--- config.mk ---
export PLATFORM = sky130hd
export DESIGN_NAME = mc_core
export DESIGN_NICKNAME = d
export VERILOG_FILES = /design/src/rtl/mc_pkg.sv /design/src/rtl/mc_alu.sv /design/src/rtl/mc_regfile.sv /design/src/rtl/mc_ctrl.sv /design/src/rtl/mc_datapath.sv /design/src/rtl/mc_core.sv
export SDC_FILE = /design/constraint.sdc
export NUM_CORES = 2
export LEC_CHECK = 0
export BUFFER_PORTS_ARGS = -buffer_cell sky130_fd_sc_hd__buf_4
export CAP_MARGIN = 25
export CORE_MARGIN = 2
export CORE_UTILIZATION = 40
export CTS_CLUSTER_SIZE = 40
export DETAILED_ROUTE_END_ITERATION = 8
export PLACE_DENSITY_LB_ADDON = 0.12
export RECOVER_POWER = 25
export SLEW_MARGIN = 40
export SYNTH_ARGS = -nofsm -noshare
export SYNTH_HDL_FRONTEND = slang
export SYNTH_HIERARCHICAL = 1
export SYNTH_SLANG_ARGS = --single-unit
--- constraint.sdc ---
create_clock -name clk -period 7.01 [get_ports clk]
set_input_delay 0 -clock clk [delete_from_list [all_inputs] [get_ports clk]]
set_output_delay 0 -clock clk [all_outputs]
set_load 0.03 [all_outputs]
--- src/rtl/mc_pkg.sv ---
package mc_pkg;

  localparam int XLEN    = 32;
  localparam int OP_W    = 6;
  localparam int FUNCT_W = 6;
  localparam int RIDX_W  = 5;
  localparam int IMM_W   = 16;
  localparam int JADDR_W = 26;
  localparam int STATE_W = 4;

  localparam logic [OP_W-1:0] OP_RTYPE = 6'b000000;
  localparam logic [OP_W-1:0] OP_LW    = 6'b100011;
  localparam logic [OP_W-1:0] OP_SW    = 6'b101011;
  localparam logic [OP_W-1:0] OP_BEQ   = 6'b000100;
  localparam logic [OP_W-1:0] OP_J     = 6'b000010;

  localparam logic [FUNCT_W-1:0] FN_ADD = 6'b100000;
  localparam logic [FUNCT_W-1:0] FN_SUB = 6'b100010;
  localparam logic [FUNCT_W-1:0] FN_AND = 6'b100100;
  localparam logic [FUNCT_W-1:0] FN_OR  = 6'b100101;
  localparam logic [FUNCT_W-1:0] FN_SLT = 6'b101010;

  typedef enum logic [STATE_W-1:0] {
    ST_FETCH  = 4'd0,
    ST_DECODE = 4'd1,
    ST_ADDR   = 4'd2,
    ST_LDRD   = 4'd3,
    ST_STORE  = 4'd4,
    ST_LDWB   = 4'd5,
    ST_EXEC   = 4'd6,
    ST_RWB    = 4'd7,
    ST_BRANCH = 4'd8,
    ST_JUMP   = 4'd9
  } step_t;

  typedef enum logic [1:0] {
    ALU_ADD   = 2'd0,
    ALU_SUB   = 2'd1,
    ALU_FUNCT = 2'd2
  } aluMode_t;

  typedef enum logic [1:0] {
    SRCB_REG  = 2'd0,
    SRCB_FOUR = 2'd1,
    SRCB_IMM  = 2'd2,
    SRCB_BOFS = 2'd3
  } srcB_t;

  typedef enum logic [1:0] {
    PCN_ALU  = 2'd0,
    PCN_HELD = 2'd1,
    PCN_JUMP = 2'd2
  } pcNext_t;

  typedef struct packed {
    logic     pcWrite;
    logic     pcWriteEq;
    pcNext_t  pcSel;
    logic     dataAddr;
    logic     memWrite;
    logic     irLoad;
    logic     opLoad;
    logic     resLoad;
    logic     mdrLoad;
    logic     regWrite;
    logic     dstRd;
    logic     wbFromMem;
    logic     srcAReg;
    srcB_t    srcB;
    aluMode_t aluMode;
  } strobes_t;

endpackage

--- src/rtl/mc_alu.sv ---
module mc_alu
  import mc_pkg::*;
#(
  parameter int WIDTH = XLEN
) (
  input  logic [WIDTH-1:0]   opA,
  input  logic [WIDTH-1:0]   opB,
  input  aluMode_t           mode,
  input  logic [FUNCT_W-1:0] funct,
  output logic [WIDTH-1:0]   result,
  output logic               isZero
);

  typedef enum logic [2:0] {
    K_ADD, K_SUB, K_AND, K_OR, K_SLT
  } kind_t;

  kind_t kind;

  always_comb begin
    unique case (mode)
      ALU_SUB:   kind = K_SUB;
      ALU_FUNCT: begin
        case (funct)
          FN_SUB:  kind = K_SUB;
          FN_AND:  kind = K_AND;
          FN_OR:   kind = K_OR;
          FN_SLT:  kind = K_SLT;
          default: kind = K_ADD;
        endcase
      end
      default:   kind = K_ADD;
    endcase
  end

  always_comb begin
    case (kind)
      K_SUB:   result = opA - opB;
      K_AND:   result = opA & opB;
      K_OR:    result = opA | opB;
      K_SLT:   result = ($signed(opA) < $signed(opB)) ? WIDTH'(1) : '0;
      default: result = opA + opB;
    endcase
  end

  assign isZero = (result == '0);

endmodule

--- src/rtl/mc_regfile.sv ---
module mc_regfile
  import mc_pkg::*;
#(
  parameter int WIDTH = XLEN,
  parameter int NREG  = 32,
  localparam int AW   = $clog2(NREG)
) (
  input  logic             clk,
  input  logic [AW-1:0]    rdAddrA,
  input  logic [AW-1:0]    rdAddrB,
  output logic [WIDTH-1:0] rdDataA,
  output logic [WIDTH-1:0] rdDataB,
  input  logic             wrEn,
  input  logic [AW-1:0]    wrAddr,
  input  logic [WIDTH-1:0] wrData
);

  logic [WIDTH-1:0] regs [NREG];

  // Entry 0 is never written and always reads as zero.
  always_ff @(posedge clk) begin
    if (wrEn && (wrAddr != '0)) regs[wrAddr] <= wrData;
  end

  assign rdDataA = (rdAddrA == '0) ? '0 : regs[rdAddrA];
  assign rdDataB = (rdAddrB == '0) ? '0 : regs[rdAddrB];

endmodule

--- src/rtl/mc_ctrl.sv ---
module mc_ctrl
  import mc_pkg::*;
(
  input  logic            clk,
  input  logic            rst,
  input  logic [OP_W-1:0] opcode,
  output strobes_t        strb,
  output step_t           step
);

  step_t stepNext;

  always_ff @(posedge clk) begin
    if (rst) step <= ST_FETCH;
    else     step <= stepNext;
  end

  always_comb begin
    stepNext = ST_FETCH;
    unique case (step)
      ST_FETCH:  stepNext = ST_DECODE;
      ST_DECODE: begin
        case (opcode)
          OP_LW, OP_SW: stepNext = ST_ADDR;
          OP_RTYPE:     stepNext = ST_EXEC;
          OP_BEQ:       stepNext = ST_BRANCH;
          OP_J:         stepNext = ST_JUMP;
          default:      stepNext = ST_FETCH;
        endcase
      end
      ST_ADDR:   stepNext = (opcode == OP_LW) ? ST_LDRD : ST_STORE;
      ST_LDRD:   stepNext = ST_LDWB;
      ST_EXEC:   stepNext = ST_RWB;
      default:   stepNext = ST_FETCH;
    endcase
  end

  always_comb begin
    strb = '0;
    unique case (step)
      ST_FETCH: begin
        strb.irLoad  = 1'b1;
        strb.srcB    = SRCB_FOUR;
        strb.aluMode = ALU_ADD;
        strb.pcWrite = 1'b1;
        strb.pcSel   = PCN_ALU;
      end
      ST_DECODE: begin
        strb.opLoad  = 1'b1;
        strb.srcB    = SRCB_BOFS;
        strb.aluMode = ALU_ADD;
        strb.resLoad = 1'b1;
      end
      ST_ADDR: begin
        strb.srcAReg = 1'b1;
        strb.srcB    = SRCB_IMM;
        strb.aluMode = ALU_ADD;
        strb.resLoad = 1'b1;
      end
      ST_LDRD: begin
        strb.dataAddr = 1'b1;
        strb.mdrLoad  = 1'b1;
      end
      ST_STORE: begin
        strb.dataAddr = 1'b1;
        strb.memWrite = 1'b1;
      end
      ST_LDWB: begin
        strb.regWrite  = 1'b1;
        strb.wbFromMem = 1'b1;
      end
      ST_EXEC: begin
        strb.srcAReg = 1'b1;
        strb.srcB    = SRCB_REG;
        strb.aluMode = ALU_FUNCT;
        strb.resLoad = 1'b1;
      end
      ST_RWB: begin
        strb.regWrite = 1'b1;
        strb.dstRd    = 1'b1;
      end
      ST_BRANCH: begin
        strb.srcAReg   = 1'b1;
        strb.srcB      = SRCB_REG;
        strb.aluMode   = ALU_SUB;
        strb.pcWriteEq = 1'b1;
        strb.pcSel     = PCN_HELD;
      end
      ST_JUMP: begin
        strb.pcWrite = 1'b1;
        strb.pcSel   = PCN_JUMP;
      end
      default: ;
    endcase
  end

endmodule

--- src/rtl/mc_datapath.sv ---
module mc_datapath
  import mc_pkg::*;
#(
  parameter int NREG = 32
) (
  input  logic            clk,
  input  logic            rst,
  input  strobes_t        strb,
  output logic [OP_W-1:0] opcode,
  output logic [XLEN-1:0] memAddr,
  output logic [XLEN-1:0] memWdata,
  input  logic [XLEN-1:0] memRdata,
  output logic [XLEN-1:0] pcOut
);

  localparam int RS_LSB = IMM_W + RIDX_W;
  localparam int RT_LSB = IMM_W;
  localparam int RD_LSB = IMM_W - RIDX_W;

  logic [XLEN-1:0] pc, ir, aReg, bReg, resReg, mdr;
  logic [XLEN-1:0] rfA, rfB, aluA, aluB, aluY, immExt, jumpTarget, pcNext, wbData;
  logic [RIDX_W-1:0] rsIdx, rtIdx, rdIdx, wbIdx;
  logic aluZero;

  assign opcode     = ir[XLEN-1 -: OP_W];
  assign rsIdx      = ir[RS_LSB +: RIDX_W];
  assign rtIdx      = ir[RT_LSB +: RIDX_W];
  assign rdIdx      = ir[RD_LSB +: RIDX_W];
  assign immExt     = {{(XLEN-IMM_W){ir[IMM_W-1]}}, ir[IMM_W-1:0]};
  assign jumpTarget = {pc[XLEN-1 -: (XLEN-JADDR_W-2)], ir[JADDR_W-1:0], 2'b00};

  mc_regfile #(.WIDTH(XLEN), .NREG(NREG)) regfile_i (
    .clk    (clk),
    .rdAddrA(rsIdx),
    .rdAddrB(rtIdx),
    .rdDataA(rfA),
    .rdDataB(rfB),
    .wrEn   (strb.regWrite),
    .wrAddr (wbIdx),
    .wrData (wbData)
  );

  assign aluA = strb.srcAReg ? aReg : pc;

  always_comb begin
    unique case (strb.srcB)
      SRCB_FOUR: aluB = XLEN'(4);
      SRCB_IMM:  aluB = immExt;
      SRCB_BOFS: aluB = immExt << 2;
      default:   aluB = bReg;
    endcase
  end

  mc_alu #(.WIDTH(XLEN)) alu_i (
    .opA   (aluA),
    .opB   (aluB),
    .mode  (strb.aluMode),
    .funct (ir[FUNCT_W-1:0]),
    .result(aluY),
    .isZero(aluZero)
  );

  always_comb begin
    unique case (strb.pcSel)
      PCN_HELD: pcNext = resReg;
      PCN_JUMP: pcNext = jumpTarget;
      default:  pcNext = aluY;
    endcase
  end

  assign wbIdx  = strb.dstRd ? rdIdx : rtIdx;
  assign wbData = strb.wbFromMem ? mdr : resReg;

  assign memAddr  = strb.dataAddr ? resReg : pc;
  assign memWdata = bReg;
  assign pcOut    = pc;

  always_ff @(posedge clk) begin
    if (rst) begin
      pc     <= '0;
      ir     <= '0;
      aReg   <= '0;
      bReg   <= '0;
      resReg <= '0;
      mdr    <= '0;
    end else begin
      if (strb.pcWrite || (strb.pcWriteEq && aluZero)) pc <= pcNext;
      if (strb.irLoad)  ir     <= memRdata;
      if (strb.opLoad) begin
        aReg <= rfA;
        bReg <= rfB;
      end
      if (strb.resLoad) resReg <= aluY;
      if (strb.mdrLoad) mdr    <= memRdata;
    end
  end

endmodule

--- src/rtl/mc_core.sv ---
module mc_core
  import mc_pkg::*;
#(
  parameter int NREG = 32
) (
  input  logic                clk,
  input  logic                rst,
  output logic [XLEN-1:0]     memAddr,
  output logic [XLEN-1:0]     memWdata,
  input  logic [XLEN-1:0]     memRdata,
  output logic                memWe,
  output logic [XLEN-1:0]     dbgPc,
  output logic [STATE_W-1:0]  dbgState
);

  strobes_t        strb;
  step_t           step;
  logic [OP_W-1:0] opcode;

  mc_ctrl ctrl_i (
    .clk   (clk),
    .rst   (rst),
    .opcode(opcode),
    .strb  (strb),
    .step  (step)
  );

  mc_datapath #(.NREG(NREG)) dp_i (
    .clk     (clk),
    .rst     (rst),
    .strb    (strb),
    .opcode  (opcode),
    .memAddr (memAddr),
    .memWdata(memWdata),
    .memRdata(memRdata),
    .pcOut   (dbgPc)
  );

  assign memWe    = strb.memWrite;
  assign dbgState = step;

endmodule

==> impl_metrics.env <==
export IMPL_run_status="complete, but fails checks"
export IMPL_violations="max-capacitance violations, max-slew violations"
export IMPL_irDropWorstVdd_v=0.000207
export IMPL_place_congestion=0.925
export IMPL_clk_root_buffer_cell="sky130_fd_sc_hd__clkbuf_16"
export IMPL_grt_first_pass_wirelength_mm=320
export IMPL_hold_ws_ns=0.0447
export IMPL_critical_path_endpoint_category="register"
export IMPL_clk_pin_slew_worst_paths_ns=0.06
export IMPL_synth_yosys_warnings=6
export IMPL_maxSlewHeadroom=-1.25
export IMPL_worst_clock_skew_ns=0.0235
export IMPL_setup_worst_path_start_class="register"
export IMPL_via_count_of_the_first_global_routing_pass=41400
export IMPL_site_row_count=145
export IMPL_placedInstanceArea_um2=66900
export IMPL_global_route_overflow_total=0
export IMPL_drc_violations_left=0
export IMPL_fin_setup_tns_ns=0
export IMPL_synth_largest_area_cell="sky130_fd_sc_hd__edfxtp_1"
export IMPL_dr_wl_met2_mm=109
export IMPL_finalMaxSlewViolations=135
export IMPL_netlist_instances=4334
export IMPL_most_used_standard_cell_by_instance_count_after_synthesis="sky130_fd_sc_hd__edfxtp_1"
export IMPL_timing_final_crit_share=0.948
export IMPL_finish_instance_area_um2=71600
export IMPL_post_place_ws_ns=0.229
export IMPL_fmax_mhz=150
export IMPL_ys_ff_latch=1220
export IMPL_met1_length_mm=93.9
export IMPL_drt_antenna_violating_nets=0
export IMPL_detailroute_via_count=42300
export IMPL_mappedNetlistArea_um2=62900
export IMPL_chipHeight_um=400
export IMPL_ys_dominant_reg_cell="sky130_fd_sc_hd__edfxtp_1"
export IMPL_detail_route_first_pass_iterations=7
export IMPL_setup_repair_after_global_routing_missed_its_margin="no"
export IMPL_die_area_um2=160000
export IMPL_cp_cell_sequence="or2_0 -> nor2_2 -> buf_12 -> mux2_1 -> a22o_1 -> inv_1 -> ha_1 -> inv_2 -> nor4_1 -> o211ai_1 -> a2111oi_4 -> o22ai_1 -> mux2i_1 -> or3_1 -> or4_1 -> nor4_1 -> nand4bb_1 -> nor4_4 -> a21o_1 -> buf_12 -> nor2_1 -> a311oi_1"
export IMPL_r2r_setup_slack_ns=0.37
export IMPL_ys_types=93
export IMPL_area_growth_syn_to_layout_pct=13.9
export IMPL_synthTopCellsByArea="sky130_fd_sc_hd__edfxtp_1 49%, sky130_fd_sc_hd__mux4_2 11%, sky130_fd_sc_hd__mux2i_1 7.8%"
export IMPL_topRoutingLayerUsed="met5"
export IMPL_initial_antenna_violation_count=7
export IMPL_drt_wl_total_mm=229
export IMPL_final_report_hold_violation_count=0
export IMPL_clock_path_buffers=3
export IMPL_critical_path_max_fanout=34
export IMPL_route_met3_wl_mm=18.3
export IMPL_num_io_pins=135
export IMPL_grt_util_all_layers=0.279
export IMPL_final_critical_path_setup_slack_ns=0.365
export IMPL_timing_reg2reg_worst_path_depth=22
export IMPL_final_period_minus_worst_setup_slack_ns=6.64
export IMPL_grt_start_max_net_pins=90
export IMPL_synth_commonest_cells="1,024 x sky130_fd_sc_hd__edfxtp_1, 490 x sky130_fd_sc_hd__mux2i_1, 307 x sky130_fd_sc_hd__nor2_1"
export IMPL_average_wire_per_standard_cell_um=34.2
export IMPL_critPathRequiredTime_ns=7.71
export IMPL_cts_made_buffers=137
export IMPL_start_util=0.403
export IMPL_layout_drive_gt1_share=0.227
export IMPL_synth_seq_area_share=0.551
export IMPL_cp_slowest_cell="sky130_fd_sc_hd__a2111oi_4"
export IMPL_synthArstFlopShare=0
export IMPL_avgViaCountPerCell=6.33
export IMPL_criticalPathCategory="register to register"
export IMPL_worst_slew_pin_slew_ns=3.37
export IMPL_buffer_ports_inserted=134
export IMPL_holdPathStages=4
export IMPL_core_area_um2=156000
export IMPL_hpwlAfterDp_mm=145
export IMPL_cts_htree_levels=4
export IMPL_first_iter_violations=5279
export IMPL_p_per_area_nw_per_um2=403
export IMPL_synthesis_area_per_instance_um2=14.5
export IMPL_drv_cap=5
export IMPL_p_leak_nw=23.8
export IMPL_setup_violations_final=0
export IMPL_cts_tree="done"
export IMPL_clock_latency_ns=0.79
export IMPL_final_net_count=4642
export IMPL_cts_sinks=1220
export IMPL_longest_individual_stage_delay_on_the_worst_path_ns=0.60
export IMPL_fp_dieW_um=400
export IMPL_cp_arrival_ns=7.34
export IMPL_number_of_enable_flip_flop_cells_after_synthesis=1024
export IMPL_synth_top_cell_area_share=0.489
export IMPL_worstHoldPathType="input pin to register"
cell usage in the layout, fill, tap and decap left out, types with 17 or more instances in the layout:
cell type                          n
sky130_fd_sc_hd__edfxtp_1       1024
sky130_fd_sc_hd__mux2i_1         490
sky130_fd_sc_hd__mux4_2          298
sky130_fd_sc_hd__nor2_1          266
sky130_fd_sc_hd__buf_4           195
sky130_fd_sc_hd__dfxtp_1         186
sky130_fd_sc_hd__nand2_1         169
sky130_fd_sc_hd__clkbuf_16       139
sky130_fd_sc_hd__mux2_2          133
sky130_fd_sc_hd__a21oi_1         108
sky130_fd_sc_hd__clkbuf_1        101
sky130_fd_sc_hd__o21ai_0         100
sky130_fd_sc_hd__ha_1             99
sky130_fd_sc_hd__inv_1            98
sky130_fd_sc_hd__o221ai_1         80
sky130_fd_sc_hd__a22oi_1          65
sky130_fd_sc_hd__a211oi_1         65
sky130_fd_sc_hd__mux4_1           54
sky130_fd_sc_hd__dlygate4sd3_1    47
sky130_fd_sc_hd__nor2b_1          46
sky130_fd_sc_hd__mux2_1           45
sky130_fd_sc_hd__nand2b_1         43
sky130_fd_sc_hd__nand4_1          41
sky130_fd_sc_hd__a221oi_1         39
sky130_fd_sc_hd__nor2_4           38
sky130_fd_sc_hd__a221o_1          38
sky130_fd_sc_hd__conb_1           32
sky130_fd_sc_hd__a21o_1           31
sky130_fd_sc_hd__nor3_1           30
sky130_fd_sc_hd__nand3_1          27
sky130_fd_sc_hd__a311oi_1         26
sky130_fd_sc_hd__clkinv_1         20
sky130_fd_sc_hd__a21oi_2          20
sky130_fd_sc_hd__a221oi_2         19
sky130_fd_sc_hd__clkinv_2         17
sky130_fd_sc_hd__a31oi_1          17
where the power goes:
part           switching, W  internal, W  total [W]
Clock               0.00307      0.00419    0.00727
Combinational       0.00778      0.00449     0.0123
Sequential         0.000735      0.00860    0.00933
Total                0.0116       0.0173     0.0289
path summary, 6_finish.rpt:
check                                     from             to
worst max register to register  ctrl_i/step[3]  dp_i/pcOut[1]
worst min-delay path              memRdata[29]   dp_i/mdr[29]
worst min register to register    dp_i/mdr[20]   dp_i/mdr[20]
worst max-delay path            ctrl_i/step[3]  dp_i/pcOut[1]
per-stage QoR:
stage | utilization | total power [W] | cells
2_1_floorplan | - | 0.0170 | 4365
3_3_place_gp | 0.424 | 0.0214 | 6357
3_5_place_dp | 0.428 | 0.0216 | 6376
4_1_cts | 0.460 | 0.0289 | 6671
5_1_grt | 0.459 | 0.0299 | 6673
6_report | 0.459 | 0.0289 | 6674
timing repair:
item	4_1_cts	5_1_grt
resized for setup	0	9
setup buffers	0	0
setup endpoints to repair	0	32
hold buffers	47	0
endpoints found under the hold margin	119	0
cell type report:
cell class	count	area (um2)
Antenna cell	1	2.50
Clock buffer	174	3680
Timing Repair Buffer	351	2920
Sequential cell	1220	34700
Clock inverter	74	808
Inverter	101	384
Tap cell	2058	2570
Multi-Input combinational cell	2695	26600
Fill cell	13800	84600
flip-flops by register name, summed over array words and instances, names as in the netlist:
name / cells
dp_i/memWdata: 32
dp_i/pcOut: 32
ctrl_i/step: 4
dp_i/regfile_i/regs: 1024
dp_i/ir: 32
dp_i/aReg: 32
dp_i/mdr: 32
dp_i/resReg: 32
kinds of logic after synthesis:
logic type	synth area share
xor+xnor	0.000836
buf+inv	0.0369
compound gates	0.0918
other cells	0.0000596
flops	0.551
simple gates	0.0592
fa+ha+maj	0.0205
mux	0.239
per-layer routing:
| metal | GRT usage | vias to the layer above |
|---|---|---|
| li1 | - | 17800 |
| met1 | 0.376 | 22100 |
| met2 | 0.460 | 2045 |
| met3 | 0.0502 | 378 |
| met4 | 0.0852 | 10 |
| met5 | 0.00357 | - |
worst max-delay path: cells and delay by family (launching register included):
family / cells / cell delay (ns)
compound gates: 6 / 1.86
fa+ha+maj: 1 / 0.26
buf+inv: 4 / 0.61
flops: 1 / 0.39
mux: 2 / 0.49
simple gates: 9 / 2.87
Power figures use the tool's default switching activity.
